<file path="src/rtl/qdec_pkg.sv">
// Shared types for the quadrature direction sampler.
package qdec_pkg;

    // Movement verdict codes as they appear on the direction port.
    typedef enum logic [1:0] {
        DIR_NONE = 2'b00,
        DIR_FWD  = 2'b01,
        DIR_BWD  = 2'b10
    } qdec_dir_e;

    // Single-step decode result of the phase pair.
    typedef enum logic [1:0] {
        STEP_HOLD = 2'b00,
        STEP_UP   = 2'b01,
        STEP_DOWN = 2'b10
    } qdec_step_e;

endpackage

</file>
<file path="src/rtl/qdec_in_cond.sv">
// Input conditioning for NPH asynchronous phase lines.
// Each line passes through a two-flop synchroniser and then a level filter.
// The filter takes a new level only after it has held for DEB_CYC consecutive
// cycles. Assumes DEB_CYC >= 1 and reset values of zero for every line.
module qdec_in_cond #(
    parameter int NPH     = 2,
    parameter int DEB_CYC = 4
) (
    input  logic           clk,
    input  logic           rst_n,
    input  logic [NPH-1:0] raw_i,
    output logic [NPH-1:0] clean_o
);

    localparam int DW = (DEB_CYC < 2) ? 1 : $clog2(DEB_CYC + 1);
    localparam logic [DW-1:0] RUN_LAST = DW'(DEB_CYC - 1);

    for (genvar g = 0; g < NPH; g++) begin : g_line
        logic          meta_q;
        logic          sync_q;
        logic          level_q;
        logic [DW-1:0] run_q;

        // Bring the raw line into the clock domain.
        always_ff @(posedge clk) begin
            if (!rst_n) begin
                meta_q <= 1'b0;
                sync_q <= 1'b0;
            end else begin
                meta_q <= raw_i[g];
                sync_q <= meta_q;
            end
        end

        // Accept a new level once it has persisted long enough.
        always_ff @(posedge clk) begin
            if (!rst_n) begin
                level_q <= 1'b0;
                run_q   <= '0;
            end else if (sync_q == level_q) begin
                run_q <= '0;
            end else if (run_q == RUN_LAST) begin
                level_q <= sync_q;
                run_q   <= '0;
            end else begin
                run_q <= run_q + 1'b1;
            end
        end

        assign clean_o[g] = level_q;
    end

endmodule

</file>
<file path="src/rtl/qdec_pos_counter.sv">
// Gray-step decoder and wrapping position counter.
// The forward order of {A,B} is 00 -> 10 -> 11 -> 01 -> 00. A legal step
// moves the count by one. No change, or both lines changing at once,
// leaves it alone. Assumes the phase inputs are already clean and synchronous.
module qdec_pos_counter
    import qdec_pkg::*;
#(
    parameter int CNT_W = 16
) (
    input  logic             clk,
    input  logic             rst_n,
    input  logic             ph_a_i,
    input  logic             ph_b_i,
    output logic [CNT_W-1:0] pos_o
);

    logic [1:0]       prev_q;
    logic [1:0]       cur;
    qdec_step_e       step;
    logic [CNT_W-1:0] pos_q;

    assign cur = {ph_a_i, ph_b_i};

    // Classify the transition from the previous pair to the current pair.
    always_comb begin
        unique case ({prev_q, cur})
            4'b00_10, 4'b10_11, 4'b11_01, 4'b01_00: step = STEP_UP;
            4'b00_01, 4'b01_11, 4'b11_10, 4'b10_00: step = STEP_DOWN;
            default:                                step = STEP_HOLD;
        endcase
    end

    // Remember the pair and move the count on a legal step.
    always_ff @(posedge clk) begin
        if (!rst_n) begin
            prev_q <= 2'b00;
            pos_q  <= '0;
        end else begin
            prev_q <= cur;
            if (step == STEP_UP) begin
                pos_q <= pos_q + 1'b1;
            end else if (step == STEP_DOWN) begin
                pos_q <= pos_q - 1'b1;
            end
        end
    end

    assign pos_o = pos_q;

endmodule

</file>
<file path="src/rtl/qdec_tick_gen.sv">
// Sampling period prescaler. It raises a registered one-cycle tick every
// TICK_DIV cycles, with the first tick TICK_DIV cycles after reset.
// Assumes TICK_DIV >= 2.
module qdec_tick_gen #(
    parameter int TICK_DIV = 5_000_000
) (
    input  logic clk,
    input  logic rst_n,
    output logic tick_o
);

    localparam int TW = $clog2(TICK_DIV);
    localparam logic [TW-1:0] TC_LAST = TW'(TICK_DIV - 1);

    logic [TW-1:0] tc_q;
    logic          tick_q;

    // Count through one period and pulse at its last cycle.
    always_ff @(posedge clk) begin
        if (!rst_n) begin
            tc_q   <= '0;
            tick_q <= 1'b0;
        end else begin
            tick_q <= (tc_q == TC_LAST);
            tc_q   <= (tc_q == TC_LAST) ? '0 : tc_q + 1'b1;
        end
    end

    assign tick_o = tick_q;

endmodule

</file>
<file path="src/rtl/qdec_dir_judge.sv">
// Snapshot and direction verdict. On each tick it compares the live count
// with the previous snapshot, taking account of the wrap windows at both
// ends of the range. It then registers a one-cycle verdict and captures the
// new snapshot. The first tick after reset only captures.
// Assumes MAX_STEP < 2^(CNT_W-1), so the windows do not overlap.
module qdec_dir_judge
    import qdec_pkg::*;
#(
    parameter int CNT_W    = 16,
    parameter int MAX_STEP = 100
) (
    input  logic             clk,
    input  logic             rst_n,
    input  logic             tick_i,
    input  logic [CNT_W-1:0] pos_i,
    output logic             evt_o,
    output logic [1:0]       dir_o
);

    localparam logic [CNT_W-1:0] TOP_V  = '1;
    localparam logic [CNT_W-1:0] LO_LIM = CNT_W'(MAX_STEP);
    localparam logic [CNT_W-1:0] HI_LIM = TOP_V - LO_LIM;

    logic [CNT_W-1:0] snap_q;
    logic             armed_q;
    logic             evt_q;
    qdec_dir_e        dir_q;
    qdec_dir_e        verdict;

    // Decide the direction of the live count relative to the snapshot.
    always_comb begin
        if (pos_i == snap_q) begin
            verdict = DIR_NONE;
        end else if (snap_q >= HI_LIM) begin
            verdict = (pos_i <= LO_LIM || pos_i > snap_q) ? DIR_FWD : DIR_BWD;
        end else if (snap_q <= LO_LIM) begin
            verdict = (pos_i >= HI_LIM || pos_i < snap_q) ? DIR_BWD : DIR_FWD;
        end else begin
            verdict = (pos_i < snap_q) ? DIR_BWD : DIR_FWD;
        end
    end

    // Capture the snapshot on every tick and register the verdict.
    always_ff @(posedge clk) begin
        if (!rst_n) begin
            snap_q  <= '0;
            armed_q <= 1'b0;
            evt_q   <= 1'b0;
            dir_q   <= DIR_NONE;
        end else if (tick_i) begin
            snap_q  <= pos_i;
            armed_q <= 1'b1;
            evt_q   <= armed_q && (verdict != DIR_NONE);
            dir_q   <= armed_q ? verdict : DIR_NONE;
        end else begin
            evt_q <= 1'b0;
            dir_q <= DIR_NONE;
        end
    end

    assign evt_o = evt_q;
    assign dir_o = dir_q;

endmodule

</file>
<file path="src/rtl/qdec_dir_sampler.sv">
// Top of the quadrature direction sampler. It conditions the two phase
// lines, keeps the wrapping position count, divides the clock down to the
// sampling period and issues one direction verdict per period.
// Assumes CLK_HZ/1000*PERIOD_MS >= 2.
module qdec_dir_sampler #(
    parameter int CNT_W     = 16,
    parameter int MAX_STEP  = 100,
    parameter int CLK_HZ    = 50_000_000,
    parameter int PERIOD_MS = 100,
    parameter int DEB_CYC   = 4
) (
    input  logic             clk,
    input  logic             rst_n,
    input  logic             ph_a_i,
    input  logic             ph_b_i,
    output logic             step_evt_o,
    output logic [1:0]       step_dir_o,
    output logic [CNT_W-1:0] pos_o
);

    localparam int TICK_DIV = (CLK_HZ / 1000) * PERIOD_MS;

    logic [1:0]       clean_w;
    logic             tick_w;
    logic [CNT_W-1:0] pos_w;

    qdec_in_cond #(.NPH(2), .DEB_CYC(DEB_CYC)) u_cond (
        .clk     (clk),
        .rst_n   (rst_n),
        .raw_i   ({ph_a_i, ph_b_i}),
        .clean_o (clean_w)
    );

    qdec_pos_counter #(.CNT_W(CNT_W)) u_cnt (
        .clk    (clk),
        .rst_n  (rst_n),
        .ph_a_i (clean_w[1]),
        .ph_b_i (clean_w[0]),
        .pos_o  (pos_w)
    );

    qdec_tick_gen #(.TICK_DIV(TICK_DIV)) u_tick (
        .clk    (clk),
        .rst_n  (rst_n),
        .tick_o (tick_w)
    );

    qdec_dir_judge #(.CNT_W(CNT_W), .MAX_STEP(MAX_STEP)) u_judge (
        .clk    (clk),
        .rst_n  (rst_n),
        .tick_i (tick_w),
        .pos_i  (pos_w),
        .evt_o  (step_evt_o),
        .dir_o  (step_dir_o)
    );

    assign pos_o = pos_w;

endmodule

</file>
<file path="config.mk">
export PLATFORM = sky130hd
export DESIGN_NAME = qdec_dir_sampler
export DESIGN_NICKNAME = d
export VERILOG_FILES = /design/src/rtl/qdec_pkg.sv /design/src/rtl/qdec_in_cond.sv /design/src/rtl/qdec_pos_counter.sv /design/src/rtl/qdec_tick_gen.sv /design/src/rtl/qdec_dir_judge.sv /design/src/rtl/qdec_dir_sampler.sv
export SDC_FILE = /design/constraint.sdc
export NUM_CORES = 1
export LEC_CHECK = 0
export BUFFER_PORTS_ARGS = -buffer_cell sky130_fd_sc_hd__buf_4
export CORE_ASPECT_RATIO = 2
export CORE_UTILIZATION = 23
export DETAILED_ROUTE_END_ITERATION = 10
export HOLD_SLACK_MARGIN = 0.12
export PLACE_DENSITY = 0.41
export SYNTH_ARGS = -nofsm -noshare
export SYNTH_HDL_FRONTEND = slang
export SYNTH_SLANG_ARGS = --single-unit
</file>
<file path="constraint.sdc">
create_clock -name clk -period 3.8 [get_ports clk]
set_input_delay 0.76 -clock clk [delete_from_list [all_inputs] [get_ports clk]]
set_output_delay 0.76 -clock clk [all_outputs]
set_load 0.1 [all_outputs]
</file>
==> summary.txt, run 1 <==
Run status
  • Outcome: complete, no violations

Timing
  • Fin crit period: 3.16 ns
  • Slew HR: 0.388
  • Maximum clock rate: 316 MHz
  • Final period util: 0.833
  • Worst-Margin Slew: 0.918 ns
  • Final Skew: 0.00919 ns
  • Final Hold Fails: 0
  • Unrepaired setup endpoints after global routing: no
  • Final worst slack: 0.635 ns
  • Setup violators final: 0
  • WHS: 0.426 ns
  • Count of final max-slew check failures: 0
  • Final setup TNS: 0 ns

Placed design
  • Worst slack, placed: 0.636 ns
  • Placed cell areas: 4470 sq um
  • Routability Congestion: 0.784
  • Port Buffers: 22
  • Dpl hpwl: 7880 um

Power and ir drop
  • Leakage power: 0.00191 uW
  • Clock share of power: 0.523
  • Switching share of power: 0.229
  • Max VDD drop: 0.155 mV
  • Gate power share: 0.016
  • P_sw: 389 uW
  • Pwr dens: 356 nW/um^2
  • Cell-internal power: 1310 uW
  • Seq pwr share: 0.461

Finish
  • Final Util: 0.277
  • Commonest cells after routing, fill and taps aside: dfxtp_1 (74), nor2_1 (45), ha_1 (36)
  • Ant. Diodes: 0
  • Post-route cell area: 4780 sq um
  • Final net count: 523
  • Commonest non-fill, non-tap cell in the layout: dfxtp_1
  • Area Growth Syn to Fin: 17.0%
  • Number of fill cells: 1854
  • Layout cells sized above 1: 0.0986

Critical path
  • Critical path endpoint category: flip-flop
  • Ordered cell list for the critical path: xor2_1 > nor2_1 > ha_1 > inv_1 > ha_1 > a2111oi_2 > o21ai_1 > a31oi_2 > a21oi_1 > xor2_1 > o211a_1
  • Reg2reg path depth: 11
  • R2r endpoint: u_cnt.pos_o[13]
  • Slowest cell on the critical path: inv_1
  • Setup crit start: u_cond.g_line[0].level_q
  • Crit Path Class: flip-flop to flip-flop
  • CP max stage delay: 0.44 ns
  • R2R Setup Slk: 0.64 ns
  • Critical Path Start Type: flip-flop
  • Worst R2R Start: u_cond.g_line[0].level_q
  • CP Max Fanout: 16
  • Worst EP required: 4.04 ns
  • Worst EP arrival: 3.41 ns

Synth
  • Count of different cell masters after synthesis: 54
  • Average size of a mapped cell: 8.85 sq um
  • Ys flop type: dfxtp_1
  • EDFF count, synth: 0
  • Async S/R FF share, synth: 0
  • Synthesized instance count: 461
  • Syn nets: 502
  • Seq cells post-synth: 74
  • Sequential area share after synthesis: 0.363
  • Synth warn: 0
  • Synthesized cell area: 4080 sq um

Floorplanning
  • Core area: 17300 sq um
  • Ports: 23
  • Die ar.: 18300 sq um
  • Die W: 96.2 um
  • Row count: 68
  • Die Y: 190 um
  • Starting Density: 0.236

CTS
  • Post-CTS setup buffer count: 0
  • CTS max path bufs: 2
  • Root Buffer: clkbuf_16
  • CTS clock-pin slew for the worst setup and hold paths: 0.06 ns
  • Post_cts resized: 0
  • CTS tree: built
  • H-tree levels: 3
  • Clk sinks: 74
  • Worst-Skew Late Latency: 0.35 ns
  • CTS hold repair buffers: 0
  • Total CTS buffers: 9

Global routing
  • Largest net degree at the start of global routing: 30
  • Grt total ovfl: 0
  • Global-route wire length before repair: 16500 um
  • Total GRT Usage: 0.122
  • Vias in the first global route: 3217
  • Initial antenna violation count: 0

Hold path
  • Hold Path Stages: 1
  • Hold endpoint: u_cond.g_line[0].run_q[0]
  • Hold path start: u_cond.g_line[0].run_q[0]
  • Tightest Hold Check Type: flip-flop to flip-flop

Route
  • Number of routed nets with antenna violations: 0
  • Vias per std cell: 4.67
  • WL final: 10500 um
  • Drt initial violations: 65
  • Detailed Routing Iterations Pass 1: 4
  • DRC Markers: 0
  • Via Count: 3255
  • Avg WL per Cell: 15.1 um

Flow run
  • # Max-Cap Violations: 0
[kinds of logic after synthesis]
| family | Yosys count | share of synthesized area |
|---|---|---|
| mux | 18 | 0.0441 |
| flops | 74 | 0.363 |
| simple gates | 180 | 0.235 |
| xor+xnor | 36 | 0.0773 |
| fa+ha+maj | 37 | 0.115 |
| buf+inv | 38 | 0.0362 |
| compound gates | 78 | 0.129 |
[per-layer routing]
layer | track usage | vias up | share of wire
met5 | 0 | - | 0
met4 | 0.0683 | 0 | 0.036
met3 | 0.0247 | 18 | 0.020
met2 | 0.241 | 36 | 0.58
met1 | 0.109 | 1542 | 0.37
li1 | - | 1659 | -
[through the flow]
step                      cells  power (uW)
after CTS                   697        1740
after floorplan             461         822
after global routing        697        1770
final                       697        1700
after detailed placement    681         831
after global placement      681         830
[power groups by stage]
stage	clock network, uW	registers, uW	logic (uW)
2_1_floorplan	0	801	20.7
3_3_place_gp	0	802	28.7
3_5_place_dp	0	802	29.1
4_1_cts	922	784	29.1
5_1_grt	954	784	31.9
6_report	890	784	27.8
[how the worst max path moves through the flow]
stage / end / slack (ns) / cells past startpoint
finish: u_cnt.pos_o[13] / 0.64 / 11
global route: u_cnt.pos_o[13] / 0.37 / 11
CTS: u_cnt.pos_o[13] / 0.62 / 11
detailed placement: u_cnt.pos_o[13] / 0.64 / 11
global placement: u_cnt.pos_o[13] / 0.73 / 11
floorplan: u_cnt.pos_o[12] / 1.0 / 9
[area by class of cell]
class / instances / area (sq um) / share of cell area
Clock buffer: 9 / 225 / 0.0472
Clock inverter: 7 / 83.8 / 0.0176
Inverter: 24 / 90.1 / 0.0189
Multi-Input combinational cell: 349 / 2450 / 0.513
Sequential cell: 74 / 1480 / 0.310
Tap cell: 210 / 263 / 0.0550
Timing Repair Buffer: 24 / 180 / 0.0377
[sequential cells by signal, summed over array words and instances, names as in the netlist]
name,flops
u_cnt.pos_o,16
u_cnt.prev_q,2
u_cond.g_line.level_q,2
u_cond.g_line.meta_q,2
u_cond.g_line.run_q,6
u_cond.g_line.sync_q,2
u_judge.armed_q,1
u_judge.dir_o,2
u_judge.evt_o,1
u_judge.snap_q,16
u_tick.tc_q,23
u_tick.tick_o,1
[critical path, delay by kind of cell (launching register included)]
family	cells	cell delay, ns
buf+inv	1	0.44
compound gates	5	1.16
simple gates	1	0.07
fa+ha+maj	2	0.64
flops	1	0.39
xor+xnor	2	0.36
[synthesized netlist by cell type, drive strengths merged, types with 3 or more instances]
library cell   n  share of area
a21oi         18          0.022
xor2          27          0.058
and4           6          0.013
inv           22          0.020
and2          18          0.028
nor4           3         0.0061
a311oi         3         0.0064
a21o          10          0.018
dfxtp         74           0.36
nand3b         3         0.0055
clkbuf        10         0.0092
o21a           3         0.0055
buf            4         0.0049
nor2b         20          0.031
nor2          45          0.041
nor3           6         0.0074
ha            36           0.11
nand4          9          0.014
and3           6         0.0092
a31oi          3         0.0061
o21ai         19          0.023
nand2         25          0.023
o31ai          3         0.0055
o211ai         3         0.0055
mux2i         18          0.044
nand3         25          0.031
nand2b         6         0.0092
xnor2          9          0.019
Note: power is estimated with default switching activity, not from simulation.
==> run 2: changes to the inputs <==
==> constraint.sdc (replaced) <==
create_clock -name clk -period 3.22 [get_ports clk]
set_input_delay 0.644 -clock clk [delete_from_list [all_inputs] [get_ports clk]]
set_output_delay 0.644 -clock clk [all_outputs]
set_load 0.1 [all_outputs]
==> run 2 against run 1 <==
Effect of this change: hold slack lost 0.0011 ns; sequential share of layout area fell by 0.38 points; global-route usage rose by 0.43 points; first-iteration DRC count grew 20%; combinational power grew 19%; register-to-register slack worse by 0.28 ns; critical path type unchanged; highest routed layer unchanged; maximum frequency is 10% higher; via count up 1.9%; clock skew is essentially flat.
==> summary.txt, run 2 (synthesis gave the netlist of run 1 again) <==
Finish
  • Commonest cells after routing, fill and taps aside: dfxtp_1 (74), nor2_1 (45), ha_1 (36)
  • FF/Latch Area: 1480 sq um (unchanged)
  • Layout cells sized above 1: 0.108 (+0.00938)
  • Ant. Diodes: 0 (unchanged)
  • Area Growth Syn to Fin: 18.5%
  • Commonest non-fill, non-tap cell in the layout: dfxtp_1
  • Largest register FFs: 23 (unchanged)
  • Multi-input gate area in the final layout: 2450 sq um (unchanged)
  • Final Util: 0.280 (+0.00340)
  • Number of fill cells: 1843 (-0.59%)
  • Final net count: 527 (+0.76%)
  • Post-route cell area: 4830 sq um (+1.2%)
  • Reg with most FFs: u_tick.tc_q

Route
  • WL final: 10700 um (+1.5%)
  • Via Count: 3316 (+1.9%)
  • Drt initial violations: 78 (+20%)
  • Avg WL per Cell: 15.2 um (+0.88%)
  • DRC Markers: 0 (unchanged)
  • Number of routed nets with antenna violations: 0 (unchanged)
  • Vias per std cell: 4.73 (+1.3%)
  • Detailed Routing Iterations Pass 1: 4 (unchanged)

Timing
  • Maximum clock rate: 349 MHz (+10%)
  • Final Skew: 0.00905 ns (-0.000139 ns)
  • Final setup TNS: 0 ns (unchanged)
  • Unrepaired setup endpoints after global routing: no
  • Worst-Margin Slew: 0.871 ns (-0.0472 ns)
  • Slew HR: 0.419 (+0.0315)
  • Fin crit period: 2.87 ns (-0.299 ns)
  • Count of final max-slew check failures: 0 (unchanged)
  • Final worst slack: 0.354 ns (-0.281 ns)
  • Final Hold Fails: 0 (unchanged)
  • Setup violators final: 0 (unchanged)
  • Final period util: 0.890 (+0.0573)

Floorplanning
  • Row count: 68 (unchanged)
  • Die W: 96.2 um (unchanged)
  • Die Y: 190 um (unchanged)
  • Starting Density: 0.236 (unchanged)
  • Ports: 23 (unchanged)
  • Die ar.: 18300 sq um (unchanged)
  • Core area: 17300 sq um (unchanged)

Critical path
  • Slowest cell on the critical path: dfxtp_1
  • CP max stage delay: 0.39 ns (-0.05 ns)
  • CP Max Fanout: 10 (-6)
  • Critical path endpoint category: flip-flop
  • Worst EP arrival: 3.14 ns (-0.27 ns)
  • Ordered cell list for the critical path: xor2_1 > nor2_1 > ha_1 > inv_2 > buf_4 > ha_1 > a21oi_1 > a2bb2oi_2 > nor2_1 > o31ai_1 > or3b_1 > a21boi_1
  • Worst EP required: 3.50 ns (-0.54 ns)
  • Critical Path Start Type: flip-flop
  • Largest delay contributor family on the critical path: compound AO/OA/AOI/OAI gates
  • Crit Path Class: flip-flop to flip-flop
  • Crit path buffers/inverters: 2 (+1)

Global routing
  • Total GRT Usage: 0.127 (+0.00433)
  • Largest net degree at the start of global routing: 43 (+43%)
  • Global-route wire length before repair: 16900 um (+2.4%)
  • Vias in the first global route: 3285 (+2.1%)
  • Initial antenna violation count: 0 (unchanged)
  • Grt total ovfl: 0 (unchanged)

Placed design
  • Placed cell areas: 4500 sq um (+0.67%)
  • Worst slack, placed: 0.278 ns (-0.358 ns)
  • Routability Congestion: 0.792 (+1.1%)
  • Dpl hpwl: 8090 um (+2.6%)
  • Port Buffers: 22 (unchanged)

CTS
  • CTS max path bufs: 2 (unchanged)
  • Post-CTS setup buffer count: 0 (unchanged)
  • Clk sinks: 74 (unchanged)
  • CTS tree: built
  • Root Buffer: clkbuf_16
  • H-tree levels: 3 (unchanged)
  • CTS clock-pin slew for the worst setup and hold paths: 0.06 ns (about the same)
  • Total CTS buffers: 9 (unchanged)
  • Worst-Skew Late Latency: 0.35 ns (about the same)

Power and ir drop
  • Clock share of power: 0.543 (+0.020)
  • Leakage power: 0.00194 uW (+1.7%)
  • P_sw: 437 uW (+12%)
  • Total power: 2100 uW (+23%)
  • Switching share of power: 0.209 (-0.0201)
  • Seq pwr share: 0.442 (-0.019)
  • Max VDD drop: 0.188 mV (+21%)
  • Pwr dens: 434 nW/um^2 (+22%)
  • Cell-internal power: 1660 uW (+26%)
  • Gate power share: 0.016 (about the same)

Run status
  • Outcome: complete, no violations

Hold path
  • Tightest Hold Check Type: flip-flop to flip-flop

Flow run
  • # Max-Cap Violations: 0 (unchanged)
-- run 2: cell types whose count changed in the layout (fill, tap and decap cells not counted) --
cell	before	now
buf_4	24	28
clkbuf_8	0	2
inv_6	3	1
bufinv_16	1	2
inv_1	21	20
inv_2	1	2
inv_8	1	0
-- run 2: layout make-up --
class | count | share of cell area
timing repair buffer | 28 | 0.0435
clock buffer | 11 | 0.0523
inverter | 24 | 0.0186
tap | 210 | 0.0543
clock inverter | 5 | 0.0176
multi-input combinational | 349 | 0.507
sequential | 74 | 0.306
-- run 2: per-layer routing --
layer  track usage  wire (um)  vias up  share of wire
met4        0.0672        299        0          0.028
met3        0.0207        247       17          0.023
met2         0.255       6290       42           0.59
met1         0.112       3820     1592           0.36
met5             0          0        -              0
li1              -          -     1665              -
-- run 2: worst paths after layout --
kind                                           startpoint                   endpoint  slack, ns  cells past startpoint
worst max-delay path             u_cond.g_line[0].level_q            u_cnt.pos_o[14]       0.35                     12
worst min-delay path            u_cond.g_line[1].run_q[0]  u_cond.g_line[1].run_q[0]       0.42                      1
worst max register to register   u_cond.g_line[0].level_q            u_cnt.pos_o[14]       0.35                     12
worst min register to register  u_cond.g_line[1].run_q[0]  u_cond.g_line[1].run_q[0]       0.42                      1
-- run 2: power by group through the flow --
stage	Clock (uW)	Sequential, uW	Combinational [uW]
CTS	1180	926	34.5
finish	1140	926	33.2
floorplan	0	945	24.4
global placement	0	946	34.0
global route	1210	926	38.4
detailed placement	0	946	34.3
-- run 2: through the flow --
stage,hold WS [ns],std cells
after floorplan,0.399,461
after global placement,0.407,685
after detailed placement,0.421,685
after CTS,0.430,701
after global routing,0.459,701
final,0.425,701
-- run 2: what timing repair did --
| action | in CTS | in global routing |
|---|---|---|
| endpoints found under the hold margin | 0 | 0 |
| endpoints found under the setup margin | 0 | 1 |
| hold buffers | 0 | 0 |
| gates resized for setup | 0 | 1 |
==> run 3: changes to the inputs <==
--- a/config.mk
+++ b/config.mk
@@ -7,6 +7,7 @@
 export LEC_CHECK = 0
 export BUFFER_PORTS_ARGS = -buffer_cell sky130_fd_sc_hd__buf_4
 export CORE_ASPECT_RATIO = 2
+export CORE_MARGIN = 2
 export CORE_UTILIZATION = 23
 export DETAILED_ROUTE_END_ITERATION = 10
 export HOLD_SLACK_MARGIN = 0.12
==> run 3 against run 2 <==
Effect of this change: worst setup slack worse by 0.012 ns; critical path type unchanged; count of clock-buffer cells in the layout shrank 2; via count down 1.4%; cell count shrank 0.14%; hold slack worse by 0.0061 ns; maximum frequency decreased by 0.43%; register-to-register slack is essentially flat; critical endpoint is now u_cnt.pos_o[13].
==> summary.txt, run 3 (synthesis gave the netlist of run 1 again) <==
Floorplanning
  • Die ar.: 18900 sq um (+3.2%)
  • Ports: 23 (unchanged)
  • Starting Density: 0.235 (-0.00116)
  • Die Y: 192 um (+1.1%)
  • Row count: 68 (unchanged)
  • Core area: 17400 sq um (+0.49%)
  • Die W: 98.2 um (+2.1%)

Placed design
  • Dpl hpwl: 8040 um (-0.65%)
  • Worst slack, placed: 0.244 ns (-0.0340 ns)
  • Routability Congestion: 0.793 (+0.11%)
  • Port Buffers: 22 (unchanged)
  • Placed cell areas: 4490 sq um (-0.17%)

Finish
  • Final net count: 526 (-0.19%)
  • Post-route cell area: 4800 sq um (-0.75%)
  • Reg with most FFs: u_tick.tc_q
  • Largest register FFs: 23 (unchanged)
  • Commonest non-fill, non-tap cell in the layout: dfxtp_1
  • Commonest cells after routing, fill and taps aside: dfxtp_1 (74), nor2_1 (45), ha_1 (36)
  • Area Growth Syn to Fin: 17.6%
  • Layout cells sized above 1: 0.106 (-0.00182)
  • Final Util: 0.276 (-0.00346)
  • Ant. Diodes: 0 (unchanged)

CTS
  • H-tree levels: 3 (unchanged)
  • Clk sinks: 74 (unchanged)
  • Worst-Skew Late Latency: 0.34 ns (about the same)
  • CTS tree: built
  • Total CTS buffers: 9 (unchanged)
  • CTS clock-pin slew for the worst setup and hold paths: 0.07 ns (about the same)
  • CTS max path bufs: 2 (unchanged)
  • Root Buffer: clkbuf_16
  • Post-CTS setup buffer count: 0 (unchanged)

Flow run
  • # Max-Cap Violations: 0 (unchanged)

Power and ir drop
  • Leakage power: 0.00192 uW (-1.0%)
  • Max VDD drop: 0.240 mV (+28%)
  • Total power: 2000 uW (-4.4%)
  • Pwr dens: 418 nW/um^2 (-3.7%)

Global routing
  • Grt total ovfl: 0 (unchanged)
  • Largest net degree at the start of global routing: 24 (-44%)
  • Vias in the first global route: 3344 (+1.8%)
  • Global-route wire length before repair: 16400 um (-2.8%)
  • Initial antenna violation count: 0 (unchanged)
  • Total GRT Usage: 0.113 (-0.0135)

Route
  • Via Count: 3271 (-1.4%)
  • Number of routed nets with antenna violations: 0 (unchanged)
  • Drt initial violations: 76 (-2.6%)
  • WL final: 10500 um (-1.8%)
  • Vias per std cell: 4.67 (-1.2%)
  • DRC Markers: 0 (unchanged)
  • Detailed Routing Iterations Pass 1: 4 (unchanged)
  • Avg WL per Cell: 14.9 um (-1.7%)

Critical path
  • Worst EP arrival: 3.11 ns (-0.03 ns)
  • Crit Path Class: flip-flop to flip-flop
  • Critical path endpoint category: flip-flop
  • Critical Path Start Type: flip-flop
  • Worst EP required: 3.45 ns (-0.05 ns)
  • CP Max Fanout: 9 (-1)
  • R2R Setup Slk: 0.34 ns (about the same)

Timing
  • Final Skew: 0.00860 ns (-0.000447 ns)
  • Final worst slack: 0.341 ns (-0.0124 ns)
  • Final period util: 0.894 (+0.00384)
  • Maximum clock rate: 347 MHz (-0.43%)
  • Worst-Margin Slew: 0.857 ns (-0.0142 ns)
  • Setup violators final: 0 (unchanged)
  • Slew HR: 0.429 (+0.00946)
  • Count of final max-slew check failures: 0 (unchanged)
  • Fin crit period: 2.88 ns (+0.0124 ns)
  • Final Hold Fails: 0 (unchanged)
  • Unrepaired setup endpoints after global routing: no
  • Final setup TNS: 0 ns (unchanged)

Hold path
  • Tightest Hold Check Type: flip-flop to flip-flop

Run status
  • Outcome: complete, no violations
## run 3: cell count changes in the layout (fill, tap and decap cells not counted)
cell       delta
bufinv_16     -1
buf_4         -1
inv_6         +2
inv_8         +1
clkbuf_8      -2
## run 3: per-stage QoR
step                      hold WS, ns  cells
after global routing            0.457    700
after floorplan                 0.399    461
after detailed placement        0.413    684
final                           0.419    700
after global placement          0.408    684
after CTS                       0.422    700
## run 3: per-layer routing
metal / track usage / part of all wire / vias to the layer above
li1: - / - / 1669
met3: 0.0235 / 0.020 / 22
met5: 0 / 0 / -
met4: 0.0664 / 0.037 / 0
met2: 0.229 / 0.57 / 46
met1: 0.0995 / 0.37 / 1534
## run 3: layout make-up
class	count	area (sq um)
inverter	24	90.1
timing repair buffer	27	203
fill	1865	12600
clock buffer	9	225
sequential	74	1480
tap	210	263
clock inverter	7	83.8
multi-input combinational	349	2450
## run 3: path summary, 6_finish.rpt
| path | from | endpoint | depth (start not counted) |
|---|---|---|---|
| setup / recovery | u_cond.g_line[0].level_q | u_cnt.pos_o[13] | 11 |
| hold / removal | u_cond.g_line[1].run_q[0] | u_cond.g_line[1].run_q[0] | 1 |
| setup reg to reg | u_cond.g_line[0].level_q | u_cnt.pos_o[13] | 11 |
| hold reg to reg | u_cond.g_line[1].run_q[0] | u_cond.g_line[1].run_q[0] | 1 |
## run 3: report_power, final
group / switching (uW) / internal (uW)
clock network: 430 / 615
registers: 4.00 / 922
logic: 20.7 / 13.3
## run 3: what timing repair did
| action | in CTS | in global routing |
|---|---|---|
| hold buffers | 0 | 0 |
| gates resized for setup | 0 | 1 |
| setup endpoints to repair | 0 | 1 |
## run 3: critical path, cell delays in order, from the launching register on
cell       delay, ns
dfxtp_1         0.40
xor2_1          0.20
nor2_1          0.07
ha_1            0.25
inv_2           0.17
ha_1            0.32
a2111oi_2       0.37
o21ai_1         0.20
a31oi_2         0.31
a21oi_1         0.12
xor2_1          0.15
o211a_1         0.20
